File: config.mk
export PLATFORM = sky130hd
export DESIGN_NAME = bt_timing_solver
export DESIGN_NICKNAME = d
export VERILOG_FILES = /design/src/rtl/bt_solver_pkg.sv /design/src/rtl/bt_div_iter.sv /design/src/rtl/bt_seg_search.sv /design/src/rtl/bt_timing_solver.sv
export SDC_FILE = /design/constraint.sdc
export NUM_CORES = 1
export LEC_CHECK = 0
export BUFFER_PORTS_ARGS = -buffer_cell sky130_fd_sc_hd__buf_2
export CAP_MARGIN = 20
export CORE_MARGIN = 5
export CORE_UTILIZATION = 25
export DETAILED_ROUTE_END_ITERATION = 8
export GPL_ROUTABILITY_DRIVEN = 0
export HOLD_SLACK_MARGIN = 0.08
export PLACE_DENSITY = 0.52
export REMOVE_ABC_BUFFERS = 1
export SETUP_SLACK_MARGIN = 0.5
export SYNTH_ARGS = -nofsm -noshare
export SYNTH_HDL_FRONTEND = slang
export SYNTH_SLANG_ARGS = --single-unit
File: constraint.sdc
create_clock -name clk -period 4.5 [get_ports clk]
set_clock_uncertainty 0.05 [all_clocks]
set_input_delay 0.225 -clock clk [delete_from_list [all_inputs] [get_ports clk]]
set_output_delay 0.225 -clock clk [all_outputs]
set_load 0.01 [all_outputs]
File: src/rtl/bt_solver_pkg.sv
package bt_solver_pkg;

   // Sequencing phases of the solver
   typedef enum logic [2:0] {
      PH_IDLE = 3'd0,
      PH_DIV3 = 3'd1,   // clock / 3
      PH_DIVB = 3'd2,   // (clock / 3) / rate
      PH_SRCH = 3'd3,   // segment search
      PH_DIVN = 3'd4,   // clock / (s1 + s2 + 1)
      PH_DIVR = 3'd5    // ceil(... / rate)
   } phase_e;

   // Width of the jump-width field; value is fixed at one quantum (code 0)
   localparam int unsigned SJW_W = 2;

endpackage

File: src/rtl/bt_div_iter.sv
// Restoring divider, one quotient bit per cycle.
module bt_div_iter #(
   parameter int unsigned W = 33
) (
   input  logic         clk,
   input  logic         rst_n,
   input  logic         go_i,
   input  logic [W-1:0] num_i,
   input  logic [W-1:0] den_i,
   output logic         done_o,
   output logic [W-1:0] quo_o
);
   localparam int unsigned CNT_W = $clog2(W + 1);

   logic [W-1:0]     rem_q;
   logic [W-1:0]     quo_q;
   logic [W-1:0]     den_q;
   logic [CNT_W-1:0] cnt_q;
   logic             run_q;

   logic [W:0] rem_sh;
   logic [W:0] trial;

   always_comb begin
      rem_sh = {rem_q, quo_q[W-1]};
      trial  = rem_sh - {1'b0, den_q};
   end

   always_ff @(posedge clk or negedge rst_n) begin
      if (!rst_n) begin
         rem_q  <= '0;
         quo_q  <= '0;
         den_q  <= '0;
         cnt_q  <= '0;
         run_q  <= 1'b0;
         done_o <= 1'b0;
      end else begin
         done_o <= 1'b0;
         if (go_i && !run_q) begin
            rem_q <= '0;
            quo_q <= num_i;
            den_q <= den_i;
            cnt_q <= CNT_W'(W);
            run_q <= 1'b1;
         end else if (run_q) begin
            if (!trial[W]) begin
               rem_q <= trial[W-1:0];
               quo_q <= {quo_q[W-2:0], 1'b1};
            end else begin
               rem_q <= rem_sh[W-1:0];
               quo_q <= {quo_q[W-2:0], 1'b0};
            end
            cnt_q <= cnt_q - 1'b1;
            if (cnt_q == CNT_W'(1)) begin
               run_q  <= 1'b0;
               done_o <= 1'b1;
            end
         end
      end
   end

   assign quo_o = quo_q;

endmodule

File: src/rtl/bt_seg_search.sv
// Walks first-segment candidates one per step, keeps the most balanced legal pair.
module bt_seg_search #(
   parameter int unsigned SEG1_MAX = 16,
   parameter int unsigned SEG2_MAX = 8,
   parameter int unsigned TOT_W    = 34,
   parameter int unsigned S1C_W    = 5
) (
   input  logic                    clk,
   input  logic                    rst_n,
   input  logic                    init_i,
   input  logic                    step_i,
   input  logic signed [TOT_W-1:0] total_i,
   output logic                    fin_o,
   output logic                    found_o,
   output logic [S1C_W-1:0]        s1_o,
   output logic [S1C_W-1:0]        s2_o
);
   logic [S1C_W-1:0] cand_q;
   logic [S1C_W-1:0] best_d_q;
   logic [S1C_W-1:0] best_s1_q;
   logic [S1C_W-1:0] best_s2_q;
   logic             fin_q;

   logic signed [TOT_W-1:0] s2_full;
   logic [S1C_W-1:0]        s2_n;
   logic [S1C_W-1:0]        diff;
   logic                    below, in_rng, better, last;

   always_comb begin
      s2_full = total_i - $signed({{(TOT_W-S1C_W){1'b0}}, cand_q});
      below   = s2_full < $signed(TOT_W'(1));
      in_rng  = !below && (s2_full <= $signed(TOT_W'(SEG2_MAX)));
      s2_n    = s2_full[S1C_W-1:0];
      diff    = (cand_q >= s2_n) ? (cand_q - s2_n) : (s2_n - cand_q);
      better  = in_rng && (diff < best_d_q);
      last    = (cand_q == S1C_W'(SEG1_MAX));
   end

   always_ff @(posedge clk or negedge rst_n) begin
      if (!rst_n) begin
         cand_q    <= S1C_W'(1);
         best_d_q  <= S1C_W'(SEG1_MAX);
         best_s1_q <= S1C_W'(SEG1_MAX + 1);
         best_s2_q <= '0;
         fin_q     <= 1'b0;
      end else if (init_i) begin
         cand_q    <= S1C_W'(1);
         best_d_q  <= S1C_W'(SEG1_MAX);
         best_s1_q <= S1C_W'(SEG1_MAX + 1);
         best_s2_q <= '0;
         fin_q     <= 1'b0;
      end else if (step_i && !fin_q) begin
         if (below) begin
            fin_q <= 1'b1;
         end else begin
            if (better) begin
               best_d_q  <= diff;
               best_s1_q <= cand_q;
               best_s2_q <= s2_n;
            end
            if (last) fin_q  <= 1'b1;
            else      cand_q <= cand_q + 1'b1;
         end
      end
   end

   assign fin_o   = fin_q;
   assign found_o = (best_s1_q <= S1C_W'(SEG1_MAX));
   assign s1_o    = best_s1_q;
   assign s2_o    = best_s2_q;

endmodule

File: src/rtl/bt_timing_solver.sv
module bt_timing_solver
   import bt_solver_pkg::*;
#(
   parameter int unsigned FREQ_W   = 32,
   parameter int unsigned SEG1_MAX = 16,
   parameter int unsigned SEG2_MAX = 8,
   parameter int unsigned PRE_W    = 10,
   parameter int unsigned PRE_MAX  = 1024,
   localparam int unsigned S1_W    = $clog2(SEG1_MAX),
   localparam int unsigned S2_W    = $clog2(SEG2_MAX),
   localparam int unsigned WORD_W  = PRE_W + S1_W + S2_W + SJW_W
) (
   input  logic              clk,
   input  logic              rst_n,
   input  logic              start_i,
   input  logic [FREQ_W-1:0] clk_hz_i,
   input  logic [FREQ_W-1:0] baud_i,
   output logic              busy_o,
   output logic              done_o,
   output logic              err_o,
   output logic [WORD_W-1:0] timing_o
);
   localparam int unsigned DIV_W = FREQ_W + 1;
   localparam int unsigned TOT_W = DIV_W + 1;
   localparam int unsigned S1C_W = S1_W + 1;

   // Elaboration-time parameter checks
   if (SEG1_MAX < 2 || SEG2_MAX < 2) begin : g_bad_seg
      $error("segment limits must be at least 2");
   end
   if (PRE_MAX < 1 || PRE_MAX > (1 << PRE_W)) begin : g_bad_pre
      $error("PRE_MAX must fit the prescaler field");
   end
   if (FREQ_W < 4) begin : g_bad_freq
      $error("FREQ_W too small");
   end

   phase_e             phase_q;
   logic [FREQ_W-1:0]  freq_q;
   logic [FREQ_W-1:0]  baud_q;
   logic [DIV_W-1:0]   op_a_q;
   logic [DIV_W-1:0]   op_b_q;
   logic               div_go_q;
   logic               div_done;
   logic [DIV_W-1:0]   quot;
   logic signed [TOT_W-1:0] total_q;
   logic               srch_init_q;
   logic               srch_step;
   logic               srch_fin;
   logic               srch_found;
   logic [S1C_W-1:0]   s1_best;
   logic [S1C_W-1:0]   s2_best;
   logic               pre_bad;
   logic [WORD_W-1:0]  word_n;

   bt_div_iter #(.W(DIV_W)) u_div (
      .clk    (clk),
      .rst_n  (rst_n),
      .go_i   (div_go_q),
      .num_i  (op_a_q),
      .den_i  (op_b_q),
      .done_o (div_done),
      .quo_o  (quot)
   );

   assign srch_step = (phase_q == PH_SRCH) && !srch_init_q;

   bt_seg_search #(
      .SEG1_MAX (SEG1_MAX),
      .SEG2_MAX (SEG2_MAX),
      .TOT_W    (TOT_W),
      .S1C_W    (S1C_W)
   ) u_search (
      .clk     (clk),
      .rst_n   (rst_n),
      .init_i  (srch_init_q),
      .step_i  (srch_step),
      .total_i (total_q),
      .fin_o   (srch_fin),
      .found_o (srch_found),
      .s1_o    (s1_best),
      .s2_o    (s2_best)
   );

   always_comb begin
      pre_bad = (quot == '0) || (quot > DIV_W'(PRE_MAX));
      word_n  = {SJW_W'(0),
                 S2_W'(s2_best - 1'b1),
                 S1_W'(s1_best - 1'b1),
                 PRE_W'(quot - 1'b1)};
   end

   always_ff @(posedge clk or negedge rst_n) begin
      if (!rst_n) begin
         phase_q     <= PH_IDLE;
         freq_q      <= '0;
         baud_q      <= '0;
         op_a_q      <= '0;
         op_b_q      <= '0;
         div_go_q    <= 1'b0;
         total_q     <= '0;
         srch_init_q <= 1'b0;
         done_o      <= 1'b0;
         err_o       <= 1'b0;
         timing_o    <= '0;
      end else begin
         div_go_q    <= 1'b0;
         srch_init_q <= 1'b0;
         done_o      <= 1'b0;
         unique case (phase_q)
            PH_IDLE: begin
               if (start_i) begin
                  freq_q <= clk_hz_i;
                  baud_q <= baud_i;
                  if (baud_i == '0) begin
                     err_o    <= 1'b1;
                     timing_o <= '0;
                     done_o   <= 1'b1;
                  end else begin
                     op_a_q   <= {1'b0, clk_hz_i};
                     op_b_q   <= DIV_W'(3);
                     div_go_q <= 1'b1;
                     phase_q  <= PH_DIV3;
                  end
               end
            end
            PH_DIV3: begin
               if (div_done) begin
                  op_a_q   <= quot;
                  op_b_q   <= {1'b0, baud_q};
                  div_go_q <= 1'b1;
                  phase_q  <= PH_DIVB;
               end
            end
            PH_DIVB: begin
               if (div_done) begin
                  total_q     <= $signed({1'b0, quot}) - $signed(TOT_W'(1));
                  srch_init_q <= 1'b1;
                  phase_q     <= PH_SRCH;
               end
            end
            PH_SRCH: begin
               if (!srch_init_q && srch_fin) begin
                  if (!srch_found) begin
                     err_o    <= 1'b1;
                     timing_o <= '0;
                     done_o   <= 1'b1;
                     phase_q  <= PH_IDLE;
                  end else begin
                     op_a_q   <= {1'b0, freq_q};
                     op_b_q   <= DIV_W'(s1_best) + DIV_W'(s2_best) + DIV_W'(1);
                     div_go_q <= 1'b1;
                     phase_q  <= PH_DIVN;
                  end
               end
            end
            PH_DIVN: begin
               if (div_done) begin
                  op_a_q   <= quot + {1'b0, baud_q} - DIV_W'(1);
                  op_b_q   <= {1'b0, baud_q};
                  div_go_q <= 1'b1;
                  phase_q  <= PH_DIVR;
               end
            end
            PH_DIVR: begin
               if (div_done) begin
                  if (pre_bad) begin
                     err_o    <= 1'b1;
                     timing_o <= '0;
                  end else begin
                     err_o    <= 1'b0;
                     timing_o <= word_n;
                  end
                  done_o  <= 1'b1;
                  phase_q <= PH_IDLE;
               end
            end
            default: phase_q <= PH_IDLE;
         endcase
      end
   end

   assign busy_o = (phase_q != PH_IDLE);

endmodule

* Word-level counts from Yosys, hierarchy flattened
Index checks and enable logic that the tools add are counted.
** Operators by class
- Reductions and logical operators :: 32
- Multiplexer cells :: 83
- Add/sub/neg operators :: 14
- Order comparisons :: 6
- Eq/ne operators :: 20
** Operators by type and width (number)
- $mux 33 :: 16
- $pmux 33 s4 :: 1
- $pmux 33 s3 :: 1
- $mux 19 :: 5
- $mux 5 :: 17
- $pmux 19 s3 :: 1
- $le 34x5->1 const B :: 1
- $lt 34x2->1 const B :: 1
- $sub 33x1->34 const B :: 1
- $sub 34x33->34 :: 1
- $sub 34x6->34 :: 1
- $add 33x32->33 :: 1
- $gt 33x11->1 const B :: 1
- $logic_not 33->1 :: 1
- $sub 33x1->33 const B :: 1
- $logic_not 32->1 :: 1
- $mux 1 :: 27
- $mux 3 :: 8
- $pmux 3 s6 :: 1
- $mux 17 :: 1
- $ne 2x2->1 const B :: 7
- $reduce_and 7->1 :: 2
- $mux 6 :: 2
- $ne 2x1->1 const B :: 6
- 28 further kinds :: 50
** Storage, ports and cells
- Flip-flop bits (word level) :: 318
- Bits of input ports :: 67
- Output and inout bits :: 22

* Depth between registers and ports, before layout
Gate-level depths: netlist of the first run.
- Depth after elaboration :: 9
- Depth in mapped cells :: 23
- Mapped depth without buffers :: 22

* By module
Synthesis of the first run repeated with hierarchy kept, for this count alone.
** Second synthesis, totals
- Cells, all modules :: 2263
- Area total of the unflattened synthesis :: 19986.7 sq um
** Modules (own cells, without submodules)
- bt_timing_solver :: seq. area each 4679.5 sq um, times used 1, area an instance 11292.1 sq um, cells an instance 1256
- bt_div_iter :: seq. area each 2677.6 sq um, times used 1, area an instance 6507.5 sq um, cells an instance 744
- bt_seg_search :: seq. area each 530.5 sq um, times used 1, area an instance 2187.1 sq um, cells an instance 263

* Worst setup path before layout of the first run
OpenSTA, ideal clock, no wires.
- Path type :: flip-flop to flip-flop
- From :: register u_search.cand_q[0]
- To :: register u_search.best_d_q[0]
- Arrival time :: 4393 ps
- Cell stages (with the launch flop) :: 23
- Data required time :: 4380 ps
- Buffers on the path :: 1
- Path slack :: -13 ps
- Path through :: dfstp_2 > ha_1 > fa_1 > inv_1 > ha_1 > nor2b_1 > o21ai_0 > nand2b_1 > a31o_2 > a21o_1 > a21o_1 > mux2i_1 > ha_1 > a21boi_0 > o21ai_0 > a21boi_0 > o21ai_0 > nand3b_1 > nor4_1 > nand4_1 > buf_6 > mux2_4 > nor2_2
** Between the ends
- Word-level cells in the longest chain between the ends :: 7
- Elaborated cells between the ends (all ways) :: 18
** Ends and longest elaborated chain
- start, declared :: line bt_seg_search.sv:18 : logic [S1C_W-1:0] cand_q;
- start signal, assigned :: line bt_seg_search.sv:62 : else cand_q <= cand_q + 1'b1;
- $sub 34x6->34 :: line bt_seg_search.sv:30 : s2_full = total_i - $signed({{(TOT_W-S1C_W){1'b0}}, cand_q});
- $sub 5x5->5, or another cell as far along :: line bt_seg_search.sv:34 : diff = (cand_q >= s2_n) ? (cand_q - s2_n) : (s2_n - cand_q);
- $mux 5 / $logic_not 1->1 (equally long branches) :: line bt_seg_search.sv:34, bt_seg_search.sv:32
- $lt 5x5->1, or another cell as far along :: line bt_seg_search.sv:35 : better = in_rng && (diff < best_d_q);
- $logic_and 1x1->1 / $mux 5 (equally long branches) :: line bt_seg_search.sv:35, bt_seg_search.sv:53
- $reduce_bool 2->1 (no source line) / $mux 5 (equally long branches)
- $reduce_and 3->1 (no source line) / $mux 5 (equally long branches)
- end signal, assigned :: line bt_seg_search.sv:42 : best_d_q <= S1C_W'(SEG1_MAX);
- end signal, assigned :: line bt_seg_search.sv:48 : best_d_q <= S1C_W'(SEG1_MAX);
- end signal, assigned :: line bt_seg_search.sv:57 : best_d_q <= diff;
- end, declared :: line bt_seg_search.sv:19 : logic [S1C_W-1:0] best_d_q;
Several ways; a longest one is shown, not always the timed one. The select of a mux whose other input is x is not followed.
A chain may end at the register's enable or synchronous reset.

* Worst setup path in the final report of the first run
- From :: register u_search.cand_q[0]
- To :: register u_search.best_d_q[1]
Same word-level chain as after synthesis.

==> results.tsv, run 1 <==
metric	value	unit
Mapped Area	0.0195	mm^2
total power	10.8	mW
post-synthesis sequential area ratio	0.402	
fin cells	3479	
PnR worst setup slack	-0.0127	ns
dpl cells	3332	
Post-synth ARST share	1.00	
Final Hold Vio Count	0	
core area	0.0775	mm^2
reg-to-reg setup timing slack	-0.01	ns
total vias in the final route	16469	
CTS buffer count	39	
initial core utilization	0.252	
global-route wire length before repair	93900	um
fillers	8247	
CP Buf/Inv Count	3	
hold wc startpoint	start_i	
Mapped Avg Cell Area	8.68	um^2
largest net degree at the start of global routing	98	
CTS sink cnt	314	
cells after synthesis	2251	
CP max-delay cell	dfstp_2	
share of cells above drive strength 1	0.131	
Final period util	1.00	
Max Fanout on Critical Path	5	
Static Leak	10.8	nW
Cell Rows	102	
vias per inst	4.73	
endpoints failing setup	5	
CTS tree	built	
count of pins over their slew limit	0	
Pre-antenna DRT Iters	5	
clk buf depth	3	
synthesis-stage register bit count	314	
Multi-input gate area	0.0106	mm^2
relative slew slack	0.393	
RSZ-0062 raised after global routing	true	
WS Path Type	flip-flop to flip-flop	
area grow syn2layout	21.2	%
CP arrival	4.89	ns
Avg WL per Cell	17.2	um
r2r endpoint	u_search.best_d_q[1]	
DR DRC count	0	
final antenna-violating net count	0	
Root Driver	clkbuf_16	
post-route core utilization	0.306	
startpoint types	flip-flop	
Total Die Area	0.0839	mm^2
GR Util All Layers	0.140	
vias in the first global route	16160	
max incr delay on CP	0.55	ns
Most used DFF post-synth	dfrtp_1	
Distinct cells, synth	87	
TNS Setup	-0.0545	ns
FMAX	0.222	GHz
Worst Path Required	4.88	ns
Worst Hold End	phase_q[0]	
Slew @ Worst Pin	0.909	ns
cell repeated most along the worst path	o21ai_1	
antenna violations before repair	2	
H-tree depth	2	
Overflow after GRT	0	
final wirelength	59800	um
failing checks	setup timing	
clock latency on the worst-skew pair	0.56	ns
max_cap viols	0	
Die Width	290	um
EDFF count, synth	0	
peak supply drop	265	uV
R2R cell count	23	
fin crit period	4.51	ns
Yosys Warn Count	0	
Crit path max-delay family	compound AO/OA/AOI/OAI gates	
status	complete, but fails checks	
dpl hpwl	43100	um
critical path, cell by cell	ha_4, fa_1, inv_2, ha_4, nor2b_1, o21ai_1, nand2b_1, a31o_2, a21o_1, a21o_4, mux2i_4, ha_1, a21boi_1, o21ai_1, a21boi_1, o21ai_1, nand3b_1, nor4_2, nand4_1, buf_6, bufbuf_16, mux2i_1, nor2_1	
Final #Nets	2606	
RR Startpoint	u_search.cand_q[0]	
Worst Setup End Kind	flip-flop	
hold depth	4	
Clock Pin Slew Worst Setup and Hold Paths	0.06	ns
Post-DP Area	0.0214	mm^2
io pins	89	
Iter 0 DRT Violations	1197	
Hold Crit Class	primary input to flip-flop	
cell area after layout	0.0237	mm^2
IO buf count	86	
power density over the cells	458	mW/mm^2
Die Y	290	um
Seq. cell area	0.00787	mm^2
placed cells by master, fill, tap and decap left out, types with 22 or more instances in the layout:
master / n
dfrtp_1: 307
nand2_1: 301
o21ai_0: 239
inv_1: 212
a21oi_1: 152
ha_1: 124
nor2_1: 120
buf_2: 85
xnor2_1: 80
mux2i_1: 70
dlygate4sd3_1: 65
buf_4: 63
nand3_1: 48
nor3_1: 42
clkbuf_16: 42
mux2_2: 34
a21o_1: 26
nor4_1: 24
xor2_1: 22
cell usage after synthesis (42+ instances only):
cell type	number	area, um^2
nor3_1	42	210
o21ai_0	243	1220
ha_1	126	1580
dfrtp_1	310	7760
inv_1	215	807
nor2_1	127	477
nand2_1	301	1130
clkbuf_1	88	330
xnor2_1	82	718
a21oi_1	153	766
nand3_1	48	240
mux2i_1	73	731
metal layers:
metal	vias to the layer above	share of wire	track usage	wire (um)
li1	8149	-	-	-
met1	7916	0.51	0.208	30300
met2	345	0.43	0.214	25600
met3	59	0.050	0.0239	3010
met4	0	0.016	0.0283	977
met5	-	0	0	0
state kept, by name, indices dropped and copies added (netlist names):
signal / count
total_q: 34
op_a_q: 33
phase_q: 3
u_div.run_q: 1
srch_init_q: 1
done_o: 1
baud_q: 32
u_div.cnt_q: 6
u_div.den_q: 32
u_div.rem_q: 33
u_search.s1_o: 5
u_div.quo_o: 33
op_b_q: 32
u_search.cand_q: 5
div_go_q: 1
timing_o: 17
u_div.done_o: 1
freq_q: 32
err_o: 1
u_search.fin_o: 1
u_search.best_d_q: 5
u_search.s2_o: 5
timing repair:
| action | in CTS | in global routing |
|---|---|---|
| resized for setup | 10 | 29 |
| setup buffers | 3 | 3 |
| cloned | 2 | 1 |
| hold buffers | 65 | 0 |
| endpoints found under the hold margin | 174 | 0 |
| pin swaps | 6 | 3 |
| setup endpoints to repair | 15 | 40 |
worst register-to-register path: stages (launching register included):
cell	delay [ns]
dfstp_2	0.55
ha_4	0.14
fa_1	0.44
inv_2	0.10
ha_4	0.19
nor2b_1	0.12
o21ai_1	0.12
nand2b_1	0.08
a31o_2	0.21
a21o_1	0.18
a21o_4	0.23
mux2i_4	0.19
ha_1	0.28
a21boi_1	0.12
o21ai_1	0.12
a21boi_1	0.09
o21ai_1	0.12
nand3b_1	0.10
nor4_2	0.16
nand4_1	0.15
buf_6	0.18
bufbuf_16	0.27
mux2i_1	0.14
nor2_1	0.05
worst max-delay path by stage:
stage                  startpoint              endpoint  slack [ns]  depth (start not counted)
3_5_place_dp   u_search.cand_q[0]  u_search.best_d_q[0]       -0.20                         22
3_3_place_gp   u_search.cand_q[0]  u_search.best_d_q[0]       -0.11                         22
6_report       u_search.cand_q[0]  u_search.best_d_q[1]       -0.01                         23
5_1_grt        u_search.cand_q[0]      u_search.s1_o[1]       -0.29                         23
2_1_floorplan          phase_q[1]           srch_init_q       -2.44                          2
4_1_cts        u_search.cand_q[0]      u_search.s1_o[2]       -0.03                         23
power breakdown:
part	switching, mW	internal (mW)
Combinational	2.33	1.75
Clock	1.27	2.00
Sequential	0.311	3.18
Total	3.91	6.93
metrics by stage:
stage	worst slack [ns]	hold slack [ns]
after floorplan	-2.44	-0.121
after global placement	-0.114	0.268
after detailed placement	-0.196	0.271
after CTS	-0.0305	0.186
after global routing	-0.286	0.218
final	-0.0127	0.222
cells by family (layout without fill, tap and decap cells):
logic type / Yosys count / count (layout) / synth area share
buffers and inverters: 326 / 511 / 0.0638
muxes: 108 / 108 / 0.0577
adders and majority gates: 132 / 132 / 0.0868
xor gates and xnor gates: 106 / 106 / 0.0479
AOI/OAI and AO/OA: 598 / 598 / 0.182
other: 1 / 4 / 0.000192
DFF: 314 / 314 / 0.402
and+or+nand+nor: 666 / 666 / 0.160
area by class of cell:
| type | count | area share |
|---|---|---|
| multi-input cells | 1612 | 0.448 |
| repair buffers | 223 | 0.0741 |
| clock buffers | 55 | 0.0480 |
| diodes | 2 | 0.000211 |
| inverters | 217 | 0.0344 |
| flip-flops and latches | 314 | 0.332 |
| clock inverters | 16 | 0.00824 |
| well taps | 1040 | 0.0549 |
(Power assumes the default switching activity.)
==> inputs of run 2 (changes only) <==
--- a/config.mk
+++ b/config.mk
@@ -7,11 +7,11 @@
 export LEC_CHECK = 0
 export BUFFER_PORTS_ARGS = -buffer_cell sky130_fd_sc_hd__buf_2
 export CAP_MARGIN = 20
+export CORE_ASPECT_RATIO = 1.4
 export CORE_MARGIN = 5
 export CORE_UTILIZATION = 25
 export DETAILED_ROUTE_END_ITERATION = 8
 export GPL_ROUTABILITY_DRIVEN = 0
-export HOLD_SLACK_MARGIN = 0.08
 export PLACE_DENSITY = 0.52
 export REMOVE_ABC_BUFFERS = 1
 export SETUP_SLACK_MARGIN = 0.5
==> results.tsv, run 2 (synthesis results as in run 1) <==
metric	value	unit	change
status	complete, no violations		
core area	0.0777	mm^2	+0.26%
most frequent cells in the layout	307 x dfrtp_1, 301 x nand2_1, 240 x o21ai_0		
startpoint types	flip-flop		
Avg WL per Cell	17.8	um	+3.6%
power density over the cells	454	mW/mm^2	-0.81%
Pre-antenna DRT Iters	5		unchanged
CTS buffer count	36		-7.7%
final antenna-violating net count	0		unchanged
FMAX	0.223	GHz	+0.60%
Crit path max-delay family	compound AO/OA/AOI/OAI gates		
max reg flops	34		unchanged
DR DRC count	0		unchanged
Root Driver	clkbuf_16		
Clock Pin Slew Worst Setup and Hold Paths	0.06	ns	about the same
dpl hpwl	45300	um	+5.2%
Iter 0 DRT Violations	843		-30%
Final Hold Vio Count	0		unchanged
fin cells	3472		-0.20%
GR Util All Layers	0.145		+0.00495
share of cells above drive strength 1	0.123		-0.00842
area grow syn2layout	19.6	%	
CP Buf/Inv Count	3		unchanged
max incr delay on CP	0.55	ns	about the same
Worst Path Required	4.86	ns	-0.02 ns
count of pins over their slew limit	0		unchanged
cell repeated most along the worst path	o21ai_1		
Slew @ Worst Pin	1.01	ns	+0.102 ns
Max Fanout on Critical Path	5		unchanged
vias in the first global route	16618		+2.8%
vias per inst	4.76		+0.62%
Final period util	0.997		-0.00594
dpl cells	3332		unchanged
endpoints failing setup	0		-5
CP arrival	4.85	ns	-0.04 ns
RR Startpoint	u_search.cand_q[0]		
most common cell after layout, fill and taps aside	dfrtp_1		
initial core utilization	0.252		-0.000646
CP max-delay cell	dfstp_2		
Cell Rows	121		+19%
WS Path Type	flip-flop to flip-flop		
cell area after layout	0.0234	mm^2	-1.3%
Overflow after GRT	0		unchanged
H-tree depth	2		unchanged
Top reg by flops	total_q		
Die Y	341	um	+18%
RSZ-0062 raised after global routing	true		
IO buf count	86		unchanged
worst setup path startpoint	u_search.cand_q[0]		
Final #Nets	2599		-0.27%
largest net degree at the start of global routing	97		-1.0%
max_cap viols	0		unchanged
clk buf depth	3		unchanged
Static Leak	10.6	nW	-1.4%
CTS tree	built		
Total Die Area	0.0840	mm^2	about the same
Post-DP Area	0.0214	mm^2	-0.15%
relative slew slack	0.325		-0.0673
fin crit period	4.49	ns	-0.0267 ns
final wirelength	61800	um	+3.4%
critical path, cell by cell	ha_4, fa_1, inv_2, ha_4, nor2b_1, o21ai_1, nand2b_1, a31o_2, a21o_1, a21o_4, mux2i_2, ha_1, a21boi_1, o21ai_1, a21boi_1, o21ai_1, nand3b_1, nor4_2, nand4_1, buf_4, buf_6, mux2i_1, nor2_1		
Hold Crit Class	primary input to async pin		
Worst Setup End Kind	flip-flop		
total vias in the final route	16537		+0.41%
Die Width	246	um	-15%
clock latency on the worst-skew pair	0.55	ns	about the same
global-route wire length before repair	96800	um	+3.1%
peak supply drop	247	uV	-6.5%
antenna violations before repair	4		+2
CTS sink cnt	314		unchanged
io pins	89		unchanged
run 2: cell type report:
| cell class | count | area (um^2) |
|---|---|---|
| flip-flops and latches | 314 | 7870 |
| clock buffers | 50 | 1010 |
| well taps | 1045 | 1310 |
| diodes | 2 | 5.00 |
| clock inverters | 13 | 163 |
| multi-input cells | 1612 | 10600 |
| inverters | 217 | 815 |
| repair buffers | 219 | 1640 |
| fillers | 8277 | 54300 |
run 2: worst reg2reg max path, cell delays in order, from the launching register on:
cell      delay (ns)
dfstp_2         0.55
ha_4            0.14
fa_1            0.44
inv_2           0.10
ha_4            0.19
nor2b_1         0.12
o21ai_1         0.11
nand2b_1        0.08
a31o_2          0.22
a21o_1          0.18
a21o_4          0.24
mux2i_2         0.20
ha_1            0.26
a21boi_1        0.13
o21ai_1         0.12
a21boi_1        0.07
o21ai_1         0.12
nand3b_1        0.11
nor4_2          0.14
nand4_1         0.25
buf_4           0.23
buf_6           0.13
mux2i_1         0.15
nor2_1          0.05
run 2: path summary, 6_finish.rpt:
kind,end,slack [ns],cells past startpoint
worst max register to register,u_search.s2_o[2],0.01,23
worst min register to register,op_b_q[11],0.42,2
worst min-delay path,timing_o[15],0.21,2
max in group asynchronous,op_a_q[18],2.99,3
min in group clk,phase_q[0],0.26,4
worst max-delay path,u_search.s2_o[2],0.01,23
run 2: through the flow:
stage	hold slack (ns)	setup WS (ns)	TNS [ns]	util	power [mW]
CTS	0.237	-0.0218	-0.116	0.300	10.7
global route	0.272	-0.266	-2.96	0.301	11.4
floorplan	-0.121	-2.44	-261.77	-	6.40
detailed placement	0.259	-0.107	-0.306	0.275	7.59
global placement	0.263	-0.105	-0.258	0.275	7.58
finish	0.207	0.0140	0	0.301	10.6
run 2: layer usage:
layer / GRT usage / vias to the layer above / wire, um
li1: - / 8116 / -
met1: 0.176 / 8015 / 26200
met2: 0.262 / 285 / 31400
met3: 0.0152 / 117 / 1710
met4: 0.0564 / 4 / 2490
met5: 0 / - / 27
run 2: power by group:
group          total [mW]  switching (mW)  internal, mW  leakage (nW)
Clock                3.01            1.25          1.75         0.582
Sequential           3.48           0.296          3.18          3.72
Combinational        4.13            2.39          1.74          6.30
run 2: timing repair:
action                     in CTS  in global routing
cloned                          2                  0
setup buffers                   5                  3
setup endpoints to repair      15                 24
hold buffers                   65                  0
hold endpoints to repair      152                  0
resized for setup              10                 12
pin swaps                       6                  7
